**config.mk**
```make
export PLATFORM = sky130hd
export DESIGN_NAME = ovs_spi_tx
export DESIGN_NICKNAME = d
export VERILOG_FILES = /design/src/rtl/ovs_spi_pkg.sv /design/src/rtl/ovs_rst_sync.sv /design/src/rtl/ovs_sync.sv /design/src/rtl/ovs_prescale.sv /design/src/rtl/ovs_glitch_filt.sv /design/src/rtl/ovs_edge_det.sv /design/src/rtl/ovs_spi_tx.sv
export SDC_FILE = /design/constraint.sdc
export NUM_CORES = 1
export LEC_CHECK = 0
export ABC_AREA = 0
export CORE_UTILIZATION = 32
export CTS_CLUSTER_SIZE = 16
export DETAILED_ROUTE_END_ITERATION = 16
export SYNTH_ARGS = -nofsm -noshare
export SYNTH_HDL_FRONTEND = slang
export SYNTH_SLANG_ARGS = --single-unit
```
**constraint.sdc**
```tcl
create_clock -name clk -period 2.7 [get_ports clk]
set_input_delay 0.405 -clock clk [delete_from_list [all_inputs] [get_ports clk]]
set_output_delay 0.405 -clock clk [all_outputs]
set_load 0.02 [all_outputs]
```
**src/rtl/ovs_spi_pkg.sv**
```systemverilog
package ovs_spi_pkg;

   typedef struct packed {
      logic rise;
      logic fall;
   } edge_t;

endpackage

```
**src/rtl/ovs_rst_sync.sv**
```systemverilog
module ovs_rst_sync (
   input  logic clk,
   input  logic rst_ext,
   output logic rst
);
   logic [1:0] stage_q;

   always_ff @(posedge clk) begin
      stage_q <= {stage_q[0], rst_ext};
   end

   assign rst = stage_q[1];
endmodule

```
**src/rtl/ovs_sync.sv**
```systemverilog
module ovs_sync #(
   parameter int   STAGES  = 2,
   parameter logic RST_VAL = 1'b0
) (
   input  logic clk,
   input  logic rst,
   input  logic d,
   output logic q
);
   logic [STAGES-1:0] chain_q;

   if (STAGES < 2) begin : g_bad_stages
      $error("ovs_sync: STAGES must be at least 2");
   end

   always_ff @(posedge clk) begin
      if (rst) chain_q <= {STAGES{RST_VAL}};
      else     chain_q <= {chain_q[STAGES-2:0], d};
   end

   assign q = chain_q[STAGES-1];
endmodule

```
**src/rtl/ovs_prescale.sv**
```systemverilog
module ovs_prescale #(
   parameter int PRESCALE = 1
) (
   input  logic clk,
   input  logic rst,
   output logic en
);
   if (PRESCALE < 1) begin : g_bad_div
      $error("ovs_prescale: PRESCALE must be at least 1");
   end

   if (PRESCALE == 1) begin : g_full_rate
      assign en = 1'b1;
   end else begin : g_divided
      localparam int DW = $clog2(PRESCALE);
      logic [DW-1:0] div_q;

      always_ff @(posedge clk) begin
         if (rst)                           div_q <= '0;
         else if (div_q == DW'(PRESCALE-1)) div_q <= '0;
         else                               div_q <= div_q + DW'(1);
      end

      assign en = (div_q == '0);
   end
endmodule

```
**src/rtl/ovs_glitch_filt.sv**
```systemverilog
module ovs_glitch_filt #(
   parameter int   LEN     = 3,
   parameter logic RST_VAL = 1'b0
) (
   input  logic clk,
   input  logic rst,
   input  logic en,
   input  logic d,
   output logic q
);
   logic lvl_q;

   if (LEN < 1) begin : g_bad_len
      $error("ovs_glitch_filt: LEN must be at least 1");
   end

   if (LEN == 1) begin : g_pass
      always_ff @(posedge clk) begin
         if (rst)     lvl_q <= RST_VAL;
         else if (en) lvl_q <= d;
      end
   end else begin : g_filter
      localparam int CW = $clog2(LEN);
      logic [CW-1:0] run_q;

      always_ff @(posedge clk) begin
         if (rst) begin
            lvl_q <= RST_VAL;
            run_q <= '0;
         end else if (en) begin
            if (d == lvl_q) begin
               run_q <= '0;
            end else if (run_q == CW'(LEN-1)) begin
               lvl_q <= d;
               run_q <= '0;
            end else begin
               run_q <= run_q + CW'(1);
            end
         end
      end
   end

   assign q = lvl_q;
endmodule

```
**src/rtl/ovs_edge_det.sv**
```systemverilog
module ovs_edge_det
   import ovs_spi_pkg::*;
(
   input  logic  clk,
   input  logic  rst,
   input  logic  en,
   input  logic  lvl,
   output edge_t ev
);
   logic prev_q;

   always_ff @(posedge clk) begin
      if (rst)     prev_q <= 1'b0;
      else if (en) prev_q <= lvl;
   end

   // history pair {prev, now}: 01 rising, 10 falling
   assign ev.rise = en & ({prev_q, lvl} == 2'b01);
   assign ev.fall = en & ({prev_q, lvl} == 2'b10);
endmodule

```
**src/rtl/ovs_spi_tx.sv**
```systemverilog
module ovs_spi_tx
   import ovs_spi_pkg::*;
#(
   parameter int DATA_W      = 8,
   parameter int SYNC_STAGES = 2,
   parameter int FILT_LEN    = 3,
   parameter int PRESCALE    = 1
) (
   input  logic              clk,
   input  logic              rst_ext,
   input  logic              sclk_pin,
   input  logic              csn_pin,
   input  logic [DATA_W-1:0] tx_byte,
   output logic              miso,
   output logic              frame_done
);
   localparam int                CW   = $clog2(DATA_W);
   localparam logic [CW-1:0]     LAST = CW'(DATA_W-1);

   if (DATA_W < 2) begin : g_bad_width
      $error("ovs_spi_tx: DATA_W must be at least 2");
   end

   logic          rst_q;
   logic          sclk_s, csn_s, sclk_f, smp_en, cs_act, cs_q, fin_q;
   edge_t         sev;
   logic [CW-1:0] bit_cnt;
   logic [DATA_W-1:0] shreg;

   ovs_rst_sync u_rst (.clk(clk), .rst_ext(rst_ext), .rst(rst_q));

   ovs_sync #(.STAGES(SYNC_STAGES), .RST_VAL(1'b0)) u_sync_sclk (
      .clk(clk), .rst(rst_q), .d(sclk_pin), .q(sclk_s));

   ovs_sync #(.STAGES(SYNC_STAGES), .RST_VAL(1'b1)) u_sync_csn (
      .clk(clk), .rst(rst_q), .d(csn_pin), .q(csn_s));

   ovs_prescale #(.PRESCALE(PRESCALE)) u_div (
      .clk(clk), .rst(rst_q), .en(smp_en));

   ovs_glitch_filt #(.LEN(FILT_LEN), .RST_VAL(1'b0)) u_filt (
      .clk(clk), .rst(rst_q), .en(smp_en), .d(sclk_s), .q(sclk_f));

   ovs_edge_det u_edge (
      .clk(clk), .rst(rst_q), .en(smp_en), .lvl(sclk_f), .ev(sev));

   assign cs_act = ~csn_s;

   always_ff @(posedge clk) begin
      if (rst_q) begin
         cs_q       <= 1'b0;
         bit_cnt    <= LAST;
         shreg      <= '1;
         fin_q      <= 1'b0;
         frame_done <= 1'b0;
      end else begin
         cs_q       <= cs_act;
         frame_done <= 1'b0;
         if (!cs_act) begin
            bit_cnt <= LAST;
            shreg   <= '1;
            fin_q   <= 1'b0;
         end else if (!cs_q) begin
            bit_cnt <= LAST;
            shreg   <= tx_byte;
            fin_q   <= 1'b0;
         end else begin
            if (sev.fall) shreg <= {shreg[DATA_W-2:0], 1'b1};
            if (sev.rise && !fin_q) begin
               if (bit_cnt != '0) begin
                  bit_cnt <= bit_cnt - CW'(1);
               end else begin
                  fin_q      <= 1'b1;
                  frame_done <= 1'b1;
               end
            end
         end
      end
   end

   assign miso = shreg[DATA_W-1];
endmodule

```
-- Word-level counts from Yosys, hierarchy flattened
Cells that the tools add are included.
- word-level logic and storage cells: 36
- memories kept: 0
- latch bits: 0
- register bits: 24
- input bits: 12
- output and inout port bits: 2
- memory bits (read-only): 0
- memory bits (writable): 0
- equality and inequality tests: 5
- multiply operators: 0
- order comparisons: 0
- multiplexer cells: 3
- bitwise operators: 5
- reduce and logical (&&, ||, !) cells: 10
- shift-type cells: 0
- divide/modulo/power cells: 0
- $add $sub $neg: 2
- operators with widths (operator ; count):
    8-bit 2-to-1 mux ; 2
    2-bit AND reduction ; 3
    3-bit OR reduction ; 2
    1-bit inverter ; 5
    2-bit == test (second input constant) ; 2
    4-bit OR reduction ; 1
    3-bit nonzero test ; 1
    3-bit by 1-bit subtractor with 3-bit output (second input constant) ; 1
    2-bit by 1-bit adder with 2-bit output (second input constant) ; 1
    2-bit by 1-bit == test with 1-bit output (second input constant) ; 1
    2-bit by 1-bit inequality test with 1-bit output (second input constant) ; 1
    2-bit OR reduction ; 1
    1-bit == test ; 1
    1-bit logical AND ; 1
    1-bit logical NOT ; 1
    1-bit 2-to-1 mux ; 1

-- Logic depth before layout (Yosys ltp)
Gate-level depths: netlist of the first run.
- depth in word-level cells: 4
- gate-level depth with buffers: 5
- depth with buffers taken out: 5

-- Cells and area by module
A second synthesis of the first run with hierarchy kept.
- cells, all modules: 94
- area, all modules: 978.4 µm²
- by module, submodules not included (module ; area each (µm²) ; sequential area each (µm²) ; cells each ; times used):
    ovs_spi_tx ; 626.9 ; 280.3 ; 62 ; 1
    ovs_glitch_filt ; 142.6 ; 60.1 ; 14 ; 1
    ovs_sync ; 52.6 ; 40.0 ; 4 ; 2
    ovs_edge_det ; 52.6 ; 20.0 ; 6 ; 1
    ovs_rst_sync ; 40.0 ; 40.0 ; 2 ; 1
    ovs_prescale ; 11.3 ; 0.0 ; 2 ; 1

-- Worst setup path after synthesis of the first run
Ideal clock, no wire load.
- kind: register to register
- start point: register bit_cnt[0]
- end point: register bit_cnt[0]
- arrival time: 1.106 ns
- setup slack: 1.467 ns
- stages on the path, launching flop included: 6
- data required time: 2.573 ns
- library setup time: 0.127 ns
- path buffers: 0
- clock period less this slack: 1.233 ns
- cells stage by stage: dfxtp_1 inv_1 ha_1 nand2b_1 a21oi_1 or3b_1
- longest elaborated chain between the ends: 2
- elaborated cells between the ends (all ways): 3
- classes of those cells: add/sub: 1; reduce/logical: 2
- RTL lines (element ; RTL line ; text):
    from (decl) ; ovs_spi_tx.sv:27 ; logic [CW-1:0] bit_cnt;
    from (signal assigned) ; ovs_spi_tx.sv:71 ; bit_cnt <= bit_cnt - CW'(1);
    parallel branches: the longest is 2 deep, another holds 3-bit by 1-bit subtractor with 3-bit output ; n/a ;
Several ways; the timed one is not identified.
A chain may end at the register's enable or synchronous reset.

-- Final worst setup path of the first run
- start point: register shreg[7]
- end point: output miso
- RTL lines (element ; RTL line ; text):
    from (decl) ; ovs_spi_tx.sv:28 ; logic [DATA_W-1:0] shreg;
    from (signal assigned) ; ovs_spi_tx.sv:65 ; shreg <= tx_byte;
    from (signal assigned) ; ovs_spi_tx.sv:68 ; if (sev.fall) shreg <= {shreg[DATA_W-2:0], 1'b1};
    to (decl) ; ovs_spi_tx.sv:14 ; output logic miso,
No word-level cell between the ends.

==> metrics.json, run 1 <==
{
  "post_synthesis_sequential_element_count": {"value": 24},
  "post-route-min-period": {"value": 1.65, "unit": "ns"},
  "placeableCoreArea": {"value": 0.00259, "unit": "sq mm"},
  "io-pin-count": {"value": 14},
  "critPathTopFamily": {"value": "buffers and inverters"},
  "crit_path_end": {"value": "miso"},
  "synth.top_cells.by_area": {"value": "dfxtp_1 (53%), nand3_1 (8.2%), o2111ai_1 (6.7%), inv_1 (4.5%), ha_1 (4.1%)"},
  "die_y": {"value": 55.4, "unit": "um"},
  "number_of_antenna_violations_at_the_first_check_in_global_routing": {"value": 0},
  "post-synth-top-area-fraction": {"value": 52.7, "unit": "%"},
  "net_count_after_synthesis": {"value": 109},
  "clock.fmax": {"value": 0.606, "unit": "GHz"},
  "post-place-cells": {"value": 134},
  "synth.largest_area_cell": {"value": "dfxtp_1"},
  "clock_insertion_delay_worst_skew": {"value": 0.30, "unit": "ns"},
  "worstReg2RegStart": {"value": "cs_q"},
  "fin_cells": {"value": 138},
  "route.final.wire_length": {"value": 1340, "unit": "um"},
  "dp.final_hpwl": {"value": 960, "unit": "um"},
  "critical_path_class": {"value": "register to output pin"},
  "clock_tree_buffer_depth": {"value": 2},
  "yosysMostFrequentCell": {"value": "dfxtp_1"},
  "final_antenna_net_count": {"value": 0},
  "cts.sink_count": {"value": 24},
  "cp_num_cells": {"value": 1},
  "design.final.nets": {"value": 124},
  "finalWeightedCongestion": {"value": 0.715},
  "timing.reg2reg.worst_path_depth": {"value": 2},
  "avgViaCountPerCell": {"value": 4.91},
  "finalHoldWorstSlack": {"value": 0.340, "unit": "ns"},
  "startpoint": {"value": "shreg[7]"},
  "grt_pass1_vias": {"value": 596},
  "synthesis.instances": {"value": 94},
  "cts_root_buf": {"value": "clkbuf_4"},
  "post_synth_edffs": {"value": 0},
  "initial_utilization": {"value": 35.2, "unit": "%"},
  "cts.htree.levels": {"value": 1},
  "timing.slew.headroom": {"value": 53.5, "unit": "%"},
  "grt_setup_unrepaired": {"value": "no"},
  "final-max-slew-violation-count": {"value": 0},
  "total_leakage_power": {"value": 0.447, "unit": "nW"},
  "dr.pass1.iters": {"value": 4},
  "synth_area": {"value": 911, "unit": "sq um"},
  "row_count": {"value": 18},
  "report.final.hold_viol_count": {"value": 0},
  "number_of_cells_upsized_or_downsized_after_cts": {"value": 0},
  "insertedDiodeCount": {"value": 0},
  "ys_dominant_reg_cell": {"value": "dfxtp_1"},
  "wl_per_cell": {"value": 9.68, "unit": "um"},
  "rr_endpoint": {"value": "bit_cnt[0]"},
  "clkTransAtPathRegs": {"value": 0.12, "unit": "ns"},
  "cp.arrival": {"value": 1.25, "unit": "ns"},
  "yosysWarnings": {"value": 0},
  "slowest_stage_cell_cp": {"value": "clkdlybuf4s50_1"},
  "postSynthAreaPerCell": {"value": 9.69, "unit": "sq um"},
  "area.growth.synth_to_final": {"value": 21.2, "unit": "%"},
  "routed-via-count": {"value": 678},
  "critical_path.max_stage_delay": {"value": 0.60, "unit": "ns"},
  "globalRouteOverflowTotal": {"value": 0},
  "postCtsSetupBuffers": {"value": 0},
  "rrSetupSlack": {"value": 1.18, "unit": "ns"},
  "power_density": {"value": 519, "unit": "mW/mm^2"},
  "yosysSeqAreaShare": {"value": 52.7, "unit": "%"},
  "drt_iter0_markers": {"value": 11},
  "synth_common_cells": {"value": "dfxtp_1 (24), nand3_1 (15), inv_1 (11)"},
  "post_route_cells_drive_above_1_share": {"value": 7.41, "unit": "%"},
  "cts_made_buffers": {"value": 3},
  "global_route_usage_sum": {"value": 9.45, "unit": "%"},
  "crit_fanout": {"value": 2},
  "crit_buf_inv": {"value": 1},
  "io_buffer_count": {"value": 13},
  "drv_cap": {"value": 0},
  "run_status": {"value": "completed"},
  "detail_route.drc_violations": {"value": 0},
  "peakVddDrop": {"value": 0.000413, "unit": "V"},
  "tns": {"value": 0, "unit": "ns"},
  "layout.filler_cells": {"value": 259},
  "cp_data_required_time": {"value": 2.30, "unit": "ns"},
  "tightestPinTransition": {"value": 0.696, "unit": "ns"},
  "min-delay-path-class": {"value": "register to register"},
  "setup_crit_start_kind": {"value": "register"},
  "cts_hold_repair.buffers": {"value": 0},
  "maximum_number_of_pins_on_one_net_before_global_route_repair": {"value": 25},
  "worstPathCellList": {"value": "clkdlybuf4s50_1"},
  "clock_tree_from_tritoncts": {"value": "built"},
  "ys_async_sr_fraction": {"value": 0, "unit": "%"},
  "die_width": {"value": 55.4, "unit": "um"},
  "final.period_utilization": {"value": 61.1, "unit": "%"},
  "timing.clock.skew": {"value": 0.00436, "unit": "ns"},
  "design.die.area": {"value": 0.00306, "unit": "sq mm"},
  "grt_pass1_wl": {"value": 2370, "unit": "um"},
  "setup_viol": {"value": 0},
  "worst_setup_end_kind": {"value": "output pin"},
  "number_of_distinct_library_cell_variants_in_the_gate_level_netlist_after_synthesis": {"value": 26}
}
==> kinds of logic (layout without fill, tap and decap cells) <==
group | Yosys count | in the layout | share of synthesized area (%)
simple gates | 37 | 37 | 23.8
buf+inv | 14 | 28 | 5.77
mux | 1 | 1 | 1.10
fa+ha+maj | 3 | 3 | 4.12
flops | 24 | 24 | 52.7
xor+xnor | 1 | 1 | 0.962
compound gates | 14 | 14 | 11.5
==> area by class of cell <==
| class | count | area [sq um] | area share (%) |
|---|---|---|---|
| timing repair buffer | 13 | 130 | 11.8 |
| tap | 30 | 37.5 | 3.40 |
| multi-input combinational | 56 | 378 | 34.2 |
| inverter | 11 | 41.3 | 3.74 |
| sequential | 24 | 480 | 43.5 |
| clock buffer | 4 | 36.3 | 3.29 |
==> where the power goes <==
group	switching, W	total, W	internal [W]
clock network	0.0000967	0.000179	0.0000822
registers	0.00000600	0.000367	0.000361
logic	0.00000736	0.0000269	0.0000195
total	0.000110	0.000573	0.000463
==> cells in the final DEF, fill, tap and decap left out, types with 2 or more instances in the layout <==
cell type	instances
clkdlybuf4s50_1	13
a21oi_1	3
dfxtp_1	24
nor2_1	6
clkbuf_4	3
inv_1	11
nor2b_1	3
nand2b_1	2
ha_1	3
o2111ai_1	7
nand3_1	15
or2_2	2
==> routing by layer <==
layer | track usage, % | part of all wire, %
met5 | 0 | 0
met4 | 1.07 | 0
met3 | 4.68 | 5.3
met2 | 14.8 | 43
met1 | 12.1 | 52
==> worst min path at each step <==
stage	start	end	slack, ns	depth (start not counted)
after floorplan	u_rst.stage_q[0]	u_rst.stage_q[1]	0.31	0
after global placement	u_rst.stage_q[0]	u_rst.stage_q[1]	0.31	0
after detailed placement	u_rst.stage_q[0]	u_rst.stage_q[1]	0.31	0
after CTS	u_rst.stage_q[0]	u_rst.stage_q[1]	0.34	0
after global routing	u_rst.stage_q[0]	u_rst.stage_q[1]	0.35	0
final	u_rst.stage_q[0]	u_rst.stage_q[1]	0.34	0
==> registers in the layout, indices dropped and copies added (netlist names) <==
| name | cells |
|---|---|
| shreg | 8 |
| frame_done | 1 |
| fin_q | 1 |
| u_sync_csn.chain_q | 2 |
| u_sync_sclk.chain_q | 2 |
| u_filt.g_filter.run_q | 2 |
| bit_cnt | 3 |
| u_edge.prev_q | 1 |
| u_rst.stage_q | 2 |
| u_filt.q | 1 |
| cs_q | 1 |
==> stage by stage <==
stage	utilization, %	setup WS [ns]	power [W]	instance area, sq um
after global placement	41.2	1.24	0.000402	1070
final	42.6	1.05	0.000573	1100
after floorplan	-	1.47	0.000384	911
after CTS	42.6	1.03	0.000587	1100
after detailed placement	41.2	1.19	0.000403	1070
after global routing	42.6	0.969	0.000605	1100
Note: power is estimated with default switching activity, not from simulation.
==> run 2, diff against run 1 <==
Clock period 2.7 ns to 1.6 ns, I/O delays scaled along.
==> metrics.json, run 2 (same netlist as run 1, synthesis figures left out) <==
{
  "die_width": {"value": 55.4, "unit": "um", "change": "unchanged"},
  "final_common_cell": {"value": "dfxtp_1"},
  "cts_root_buf": {"value": "clkbuf_4"},
  "grt_pass1_wl": {"value": 2500, "unit": "um", "change": "+5.8%"},
  "wl_per_cell": {"value": 10.2, "unit": "um", "change": "+5.3%"},
  "route.final.wire_length": {"value": 1430, "unit": "um", "change": "+6.8%"},
  "postCtsSetupBuffers": {"value": 0, "change": "unchanged"},
  "setup_crit_start_kind": {"value": "register"},
  "io-pin-count": {"value": 14, "change": "unchanged"},
  "cts.sink_count": {"value": 24, "change": "unchanged"},
  "routed-via-count": {"value": 668, "change": "-1.5%"},
  "cp_data_required_time": {"value": 1.36, "unit": "ns", "change": "-0.94 ns"},
  "io_buffer_count": {"value": 13, "change": "unchanged"},
  "global_route_usage_sum": {"value": 10.2, "unit": "%", "change": "+0.77 points"},
  "row_count": {"value": 18, "change": "unchanged"},
  "clock_insertion_delay_worst_skew": {"value": 0.31, "unit": "ns", "change": "about the same"},
  "layout_top_registers": {"value": "shreg x8, bit_cnt x3"},
  "timing.slew.headroom": {"value": 78.5, "unit": "%", "change": "+25 points"},
  "crit_buf_inv": {"value": 1, "change": "unchanged"},
  "post-route-cell-area": {"value": 0.00112, "unit": "sq mm", "change": "+1.4%"},
  "insertedDiodeCount": {"value": 0, "change": "unchanged"},
  "layout.filler_cells": {"value": 251, "change": "-3.1%"},
  "final_antenna_net_count": {"value": 0, "change": "unchanged"},
  "run_status": {"value": "completed"},
  "critical_path.max_stage_delay": {"value": 0.60, "unit": "ns", "change": "about the same"},
  "number_of_cells_upsized_or_downsized_after_cts": {"value": 0, "change": "unchanged"},
  "min-delay-path-class": {"value": "register to register"},
  "worstPathCellList": {"value": "clkdlybuf4s50_1"},
  "tns": {"value": 0, "unit": "ns", "change": "unchanged"},
  "final.period_utilization": {"value": 94.0, "unit": "%"},
  "cts_made_buffers": {"value": 3, "change": "unchanged"},
  "post_route_cells_drive_above_1_share": {"value": 9.09, "unit": "%", "change": "+1.7 points"},
  "clock_tree_from_tritoncts": {"value": "built"},
  "report.final.hold_viol_count": {"value": 0, "change": "unchanged"},
  "area.growth.synth_to_final": {"value": 22.8, "unit": "%"},
  "setup_viol": {"value": 0, "change": "unchanged"},
  "maximum_number_of_pins_on_one_net_before_global_route_repair": {"value": 15, "change": "-40%"},
  "clkTransAtPathRegs": {"value": 0.12, "unit": "ns", "change": "about the same"},
  "critPathTopFamily": {"value": "buffers and inverters"},
  "final_cell_mix": {"value": "dfxtp_1 (24), nand3_1 (15), clkdlybuf4s50_1 (13)"},
  "globalRouteOverflowTotal": {"value": 0, "change": "unchanged"},
  "design.final.nets": {"value": 126, "change": "+1.6%"},
  "critical_path_class": {"value": "register to output pin"},
  "design.die.area": {"value": 0.00306, "unit": "sq mm", "change": "unchanged"},
  "grt_setup_unrepaired": {"value": "no"},
  "cts.htree.levels": {"value": 1, "change": "unchanged"},
  "post_dp_cell_area": {"value": 0.00108, "unit": "sq mm", "change": "+1.4%"},
  "worst_setup_end_kind": {"value": "output pin"},
  "placeableCoreArea": {"value": 0.00259, "unit": "sq mm", "change": "unchanged"},
  "crit_fanout": {"value": 2, "change": "unchanged"},
  "largest_register_ffs": {"value": 8, "change": "unchanged"},
  "final-max-slew-violation-count": {"value": 0, "change": "unchanged"},
  "drv_cap": {"value": 0, "change": "unchanged"},
  "die_y": {"value": 55.4, "unit": "um", "change": "unchanged"},
  "timing.clock.skew": {"value": 0.00326, "unit": "ns", "change": "-0.00110 ns"},
  "finalWeightedCongestion": {"value": 0.666, "change": "-6.8%"},
  "avgViaCountPerCell": {"value": 4.77, "change": "-2.9%"},
  "dp.final_hpwl": {"value": 1010, "unit": "um", "change": "+5.4%"},
  "clock_tree_buffer_depth": {"value": 2, "change": "unchanged"},
  "dr.pass1.iters": {"value": 4, "change": "unchanged"},
  "cts_hold_repair.buffers": {"value": 0, "change": "unchanged"},
  "clock.fmax": {"value": 0.665, "unit": "GHz"},
  "slowest_stage_cell_cp": {"value": "clkdlybuf4s50_1"},
  "power_density": {"value": 874, "unit": "mW/mm^2", "change": "+68%"},
  "peakVddDrop": {"value": 0.000662, "unit": "V", "change": "+60%"},
  "largest_register": {"value": "shreg"},
  "initial_utilization": {"value": 35.2, "unit": "%", "change": "unchanged"},
  "total_leakage_power": {"value": 0.457, "unit": "nW", "change": "+2.4%"},
  "detail_route.drc_violations": {"value": 0, "change": "unchanged"},
  "post-route-min-period": {"value": 1.50, "unit": "ns"},
  "tightestPinTransition": {"value": 0.322, "unit": "ns", "change": "-0.374 ns"},
  "cp.arrival": {"value": 1.26, "unit": "ns", "change": "about the same"},
  "drt_iter0_markers": {"value": 14, "change": "+3"},
  "grt_pass1_vias": {"value": 590, "change": "-1.0%"},
  "number_of_antenna_violations_at_the_first_check_in_global_routing": {"value": 0, "change": "unchanged"}
}
==> run 2: changes by cell type in the layout (fill, tap and decap cells not counted) <==
cell / change
buf_4: +2
==> run 2: worst paths after layout <==
path | from | end | slack [ns] | cells after the start
setup / recovery | shreg[7] | miso | 0.1 | 1
hold / removal | u_rst.stage_q[0] | u_rst.stage_q[1] | 0.34 | 0
setup reg to reg | u_filt.q | bit_cnt[0] | 0.23 | 3
hold reg to reg | u_rst.stage_q[0] | u_rst.stage_q[1] | 0.34 | 0
==> run 2: cell type report <==
class | count | area [sq um] | share of cell area, %
Timing Repair Buffer | 15 | 145 | 13.0
Inverter | 11 | 41.3 | 3.69
Sequential cell | 24 | 480 | 43.0
Multi-Input combinational cell | 56 | 378 | 33.8
Tap cell | 30 | 37.5 | 3.36
Clock buffer | 4 | 36.3 | 3.24
==> run 2: where the power goes <==
part	total [W]	internal [W]	switching [W]	leakage, nW
Sequential	0.000618	0.000610	0.00000811	0.196
Clock	0.000310	0.000139	0.000171	0.0210
Combinational	0.0000489	0.0000345	0.0000144	0.240
Total	0.000977	0.000783	0.000194	0.457
==> run 2: routing by layer <==
| metal | share of wire [%] | vias up | wire length (um) | GRT usage (%) |
|---|---|---|---|---|
| met1 | 49 | 296 | 701 | 12.6 |
| met5 | 0 | - | 0 | 0 |
| met2 | 45 | 13 | 637 | 16.0 |
| met4 | 0.56 | 0 | 8 | 3.21 |
| li1 | - | 357 | - | - |
| met3 | 5.5 | 2 | 79 | 4.45 |
==> run 2: per-stage QoR <==
stage	power, W	setup WS, ns	utilization [%]	cells	hold WS, ns
6_report	0.000977	0.0962	43.2	140	0.341
5_1_grt	0.00103	0.0186	43.2	140	0.350
4_1_cts	0.000996	0.0735	43.2	140	0.345
3_5_place_dp	0.000681	0.264	41.8	136	0.315
3_3_place_gp	0.000680	0.328	41.8	136	0.312
2_1_floorplan	0.000648	0.367	-	94	0.268
==> run 3, diff against run 2 <==
Settings changed: CTS_BUF_LIST from default to sky130_fd_sc_hd__clkbuf_2 sky130_fd_sc_hd__clkbuf_4 sky130_fd_sc_hd__clkbuf_8, GPL_TIMING_DRIVEN from default to 0.
==> metrics.json, run 3 (same netlist as run 1, synthesis figures left out) <==
{
  "dr_wl_met2": {"value": 639, "unit": "um", "change": "+0.31%"},
  "routed-via-count": {"value": 710, "change": "+6.3%"},
  "number_of_antenna_violations_at_the_first_check_in_global_routing": {"value": 0, "change": "unchanged"},
  "fin_cells": {"value": 141, "change": "+0.71%"},
  "timing.slew.headroom": {"value": 73.2, "unit": "%", "change": "-5.3 points"},
  "post_dp_cell_area": {"value": 0.00108, "unit": "sq mm", "change": "-0.35%"},
  "drv_cap": {"value": 0, "change": "unchanged"},
  "design.die.area": {"value": 0.00306, "unit": "sq mm", "change": "unchanged"},
  "layout.filler_cells": {"value": 253, "change": "+0.80%"},
  "grt_setup_unrepaired": {"value": "no"},
  "crit_fanout": {"value": 2, "change": "unchanged"},
  "finalWeightedCongestion": {"value": 0.719, "change": "+7.9%"},
  "clock_insertion_delay_worst_skew": {"value": 0.30, "unit": "ns", "change": "about the same"},
  "worstReg2RegStart": {"value": "u_rst.stage_q[1]"},
  "clock_tree_buffer_depth": {"value": 2, "change": "unchanged"},
  "maximum_number_of_pins_on_one_net_before_global_route_repair": {"value": 14, "change": "-1"},
  "setup_crit_start_kind": {"value": "register"},
  "insertedDiodeCount": {"value": 0, "change": "unchanged"},
  "worstHoldStart": {"value": "u_rst.stage_q[0]"},
  "critical_path.max_stage_delay": {"value": 0.60, "unit": "ns", "change": "about the same"},
  "clock.fmax": {"value": 0.674, "unit": "GHz", "change": "+1.3%"},
  "pre_cts_ws": {"value": 0.150, "unit": "ns", "change": "-0.114 ns"},
  "final_common_cell": {"value": "dfxtp_1"},
  "cts_made_buffers": {"value": 3, "change": "unchanged"},
  "globalRouteOverflowTotal": {"value": 0, "change": "unchanged"},
  "initial_utilization": {"value": 35.2, "unit": "%", "change": "unchanged"},
  "slowest_stage_cell_cp": {"value": "clkdlybuf4s50_1"},
  "tightestPinTransition": {"value": 0.402, "unit": "ns", "change": "+0.0796 ns"},
  "number_of_cells_upsized_or_downsized_after_cts": {"value": 0, "change": "unchanged"},
  "power_density": {"value": 865, "unit": "mW/mm^2", "change": "-1.0%"},
  "clock_tree_from_tritoncts": {"value": "built"},
  "tns": {"value": 0, "unit": "ns", "change": "unchanged"},
  "grt_pass1_wl": {"value": 2640, "unit": "um", "change": "+5.2%"},
  "cp_data_required_time": {"value": 1.36, "unit": "ns", "change": "about the same"},
  "cp.arrival": {"value": 1.24, "unit": "ns", "change": "-0.02 ns"},
  "final.period_utilization": {"value": 92.8, "unit": "%", "change": "-1.2 points"},
  "worst_setup_end_kind": {"value": "output pin"},
  "io_buffer_count": {"value": 13, "change": "unchanged"},
  "timing.clock.skew": {"value": 0.00750, "unit": "ns", "change": "+0.00424 ns"},
  "wl_per_cell": {"value": 9.88, "unit": "um", "change": "-3.1%"},
  "die_width": {"value": 55.4, "unit": "um", "change": "unchanged"},
  "postLayoutCoreUtil": {"value": 43.0, "unit": "%", "change": "-0.14 points"},
  "cts.htree.levels": {"value": 1, "change": "unchanged"},
  "avgViaCountPerCell": {"value": 5.04, "change": "+5.5%"},
  "drt_iter0_markers": {"value": 18, "change": "+4"},
  "critPathTopFamily": {"value": "buffers and inverters"},
  "total_leakage_power": {"value": 0.450, "unit": "nW", "change": "-1.6%"},
  "final-max-slew-violation-count": {"value": 0, "change": "unchanged"},
  "global_route_usage_sum": {"value": 10.4, "unit": "%", "change": "+0.14 points"},
  "setup_viol": {"value": 0, "change": "unchanged"},
  "area.growth.synth_to_final": {"value": 22.4, "unit": "%"},
  "die_y": {"value": 55.4, "unit": "um", "change": "unchanged"},
  "post_route_cells_drive_above_1_share": {"value": 7.21, "unit": "%", "change": "-1.9 points"},
  "dp.final_hpwl": {"value": 1010, "unit": "um", "change": "-0.25%"},
  "clkTransAtPathRegs": {"value": 0.12, "unit": "ns", "change": "about the same"},
  "io-pin-count": {"value": 14, "change": "unchanged"},
  "largest_register": {"value": "shreg"},
  "detail_route.drc_violations": {"value": 0, "change": "unchanged"},
  "run_status": {"value": "completed"},
  "dr.pass1.iters": {"value": 4, "change": "unchanged"},
  "route.final.wire_length": {"value": 1390, "unit": "um", "change": "-2.4%"},
  "cts_root_buf": {"value": "clkbuf_4"},
  "final_cell_mix": {"value": "dfxtp_1 (24), nand3_1 (15), clkdlybuf4s50_1 (13)"},
  "min-delay-path-class": {"value": "register to register"},
  "largest_register_ffs": {"value": 8, "change": "unchanged"},
  "report.final.hold_viol_count": {"value": 0, "change": "unchanged"},
  "design.final.nets": {"value": 127, "change": "+0.79%"},
  "layout_setup_ws": {"value": 0.116, "unit": "ns", "change": "+0.0195 ns"},
  "post-place-cells": {"value": 137, "change": "+0.74%"},
  "met1Wirelength": {"value": 678, "unit": "um", "change": "-3.3%"},
  "grt_pass1_vias": {"value": 643, "change": "+9.0%"},
  "peakVddDrop": {"value": 0.000687, "unit": "V", "change": "+3.7%"},
  "placeableCoreArea": {"value": 0.00259, "unit": "sq mm", "change": "unchanged"},
  "worstPathCellList": {"value": "clkdlybuf4s50_1"},
  "post-route-min-period": {"value": 1.48, "unit": "ns", "change": "-0.0195 ns"},
  "critical_path_class": {"value": "register to output pin"},
  "cts.sink_count": {"value": 24, "change": "unchanged"},
  "row_count": {"value": 18, "change": "unchanged"},
  "startpoint": {"value": "shreg[7]"},
  "met3_wirelength": {"value": 74, "unit": "um", "change": "-6.3%"},
  "cts_hold_repair.buffers": {"value": 0, "change": "unchanged"},
  "layout_top_registers": {"value": "shreg x8, bit_cnt x3"},
  "post-route-cell-area": {"value": 0.00111, "unit": "sq mm", "change": "-0.34%"},
  "crit_buf_inv": {"value": 1, "change": "unchanged"},
  "postCtsSetupBuffers": {"value": 0, "change": "unchanged"},
  "final_antenna_net_count": {"value": 0, "change": "unchanged"},
  "highest_layer": {"value": "met3"}
}
run 3: path summary, 6_finish.rpt:
kind | to | slack, ns | cells past startpoint
min reg2reg | u_rst.stage_q[1] | 0.34 | 0
max | miso | 0.12 | 1
max reg2reg | bit_cnt[0] | 0.17 | 3
min | u_rst.stage_q[1] | 0.34 | 0
run 3: layout make-up:
type / count / area (sq um) / share of cell area [%]
well taps: 30 / 37.5 / 3.37
plain buffers: 3 / 11.3 / 1.01
repair buffers: 13 / 130 / 11.7
clock buffers: 4 / 36.3 / 3.25
multi-input cells: 56 / 378 / 33.9
inverters: 11 / 41.3 / 3.70
flip-flops and latches: 24 / 480 / 43.1
run 3: layer usage:
metal	global-route usage, %	up-vias
met5	0	-
met4	2.14	0
met3	4.68	0
met2	16.4	17
met1	13.0	331
li1	-	362
run 3: power by group:
group	switching, W	internal [W]	total [W]	leakage [nW]
Sequential	0.00000701	0.000610	0.000617	0.196
Combinational	0.0000156	0.0000334	0.0000491	0.233
Clock	0.000159	0.000139	0.000298	0.0210
run 3: worst register-to-register path: stages, from the launching register on:
cell and delay (ns):
dfxtp_1 0.39, nor2_2 0.36, nand2_1 0.21, or3b_1 0.38
run 3: through the flow:
stage          hold WS, ns  power, W
4_1_cts              0.345  0.000988
3_5_place_dp         0.315  0.000680
5_1_grt              0.342   0.00102
3_3_place_gp         0.311  0.000679
6_report             0.339  0.000964
2_1_floorplan        0.268  0.000648
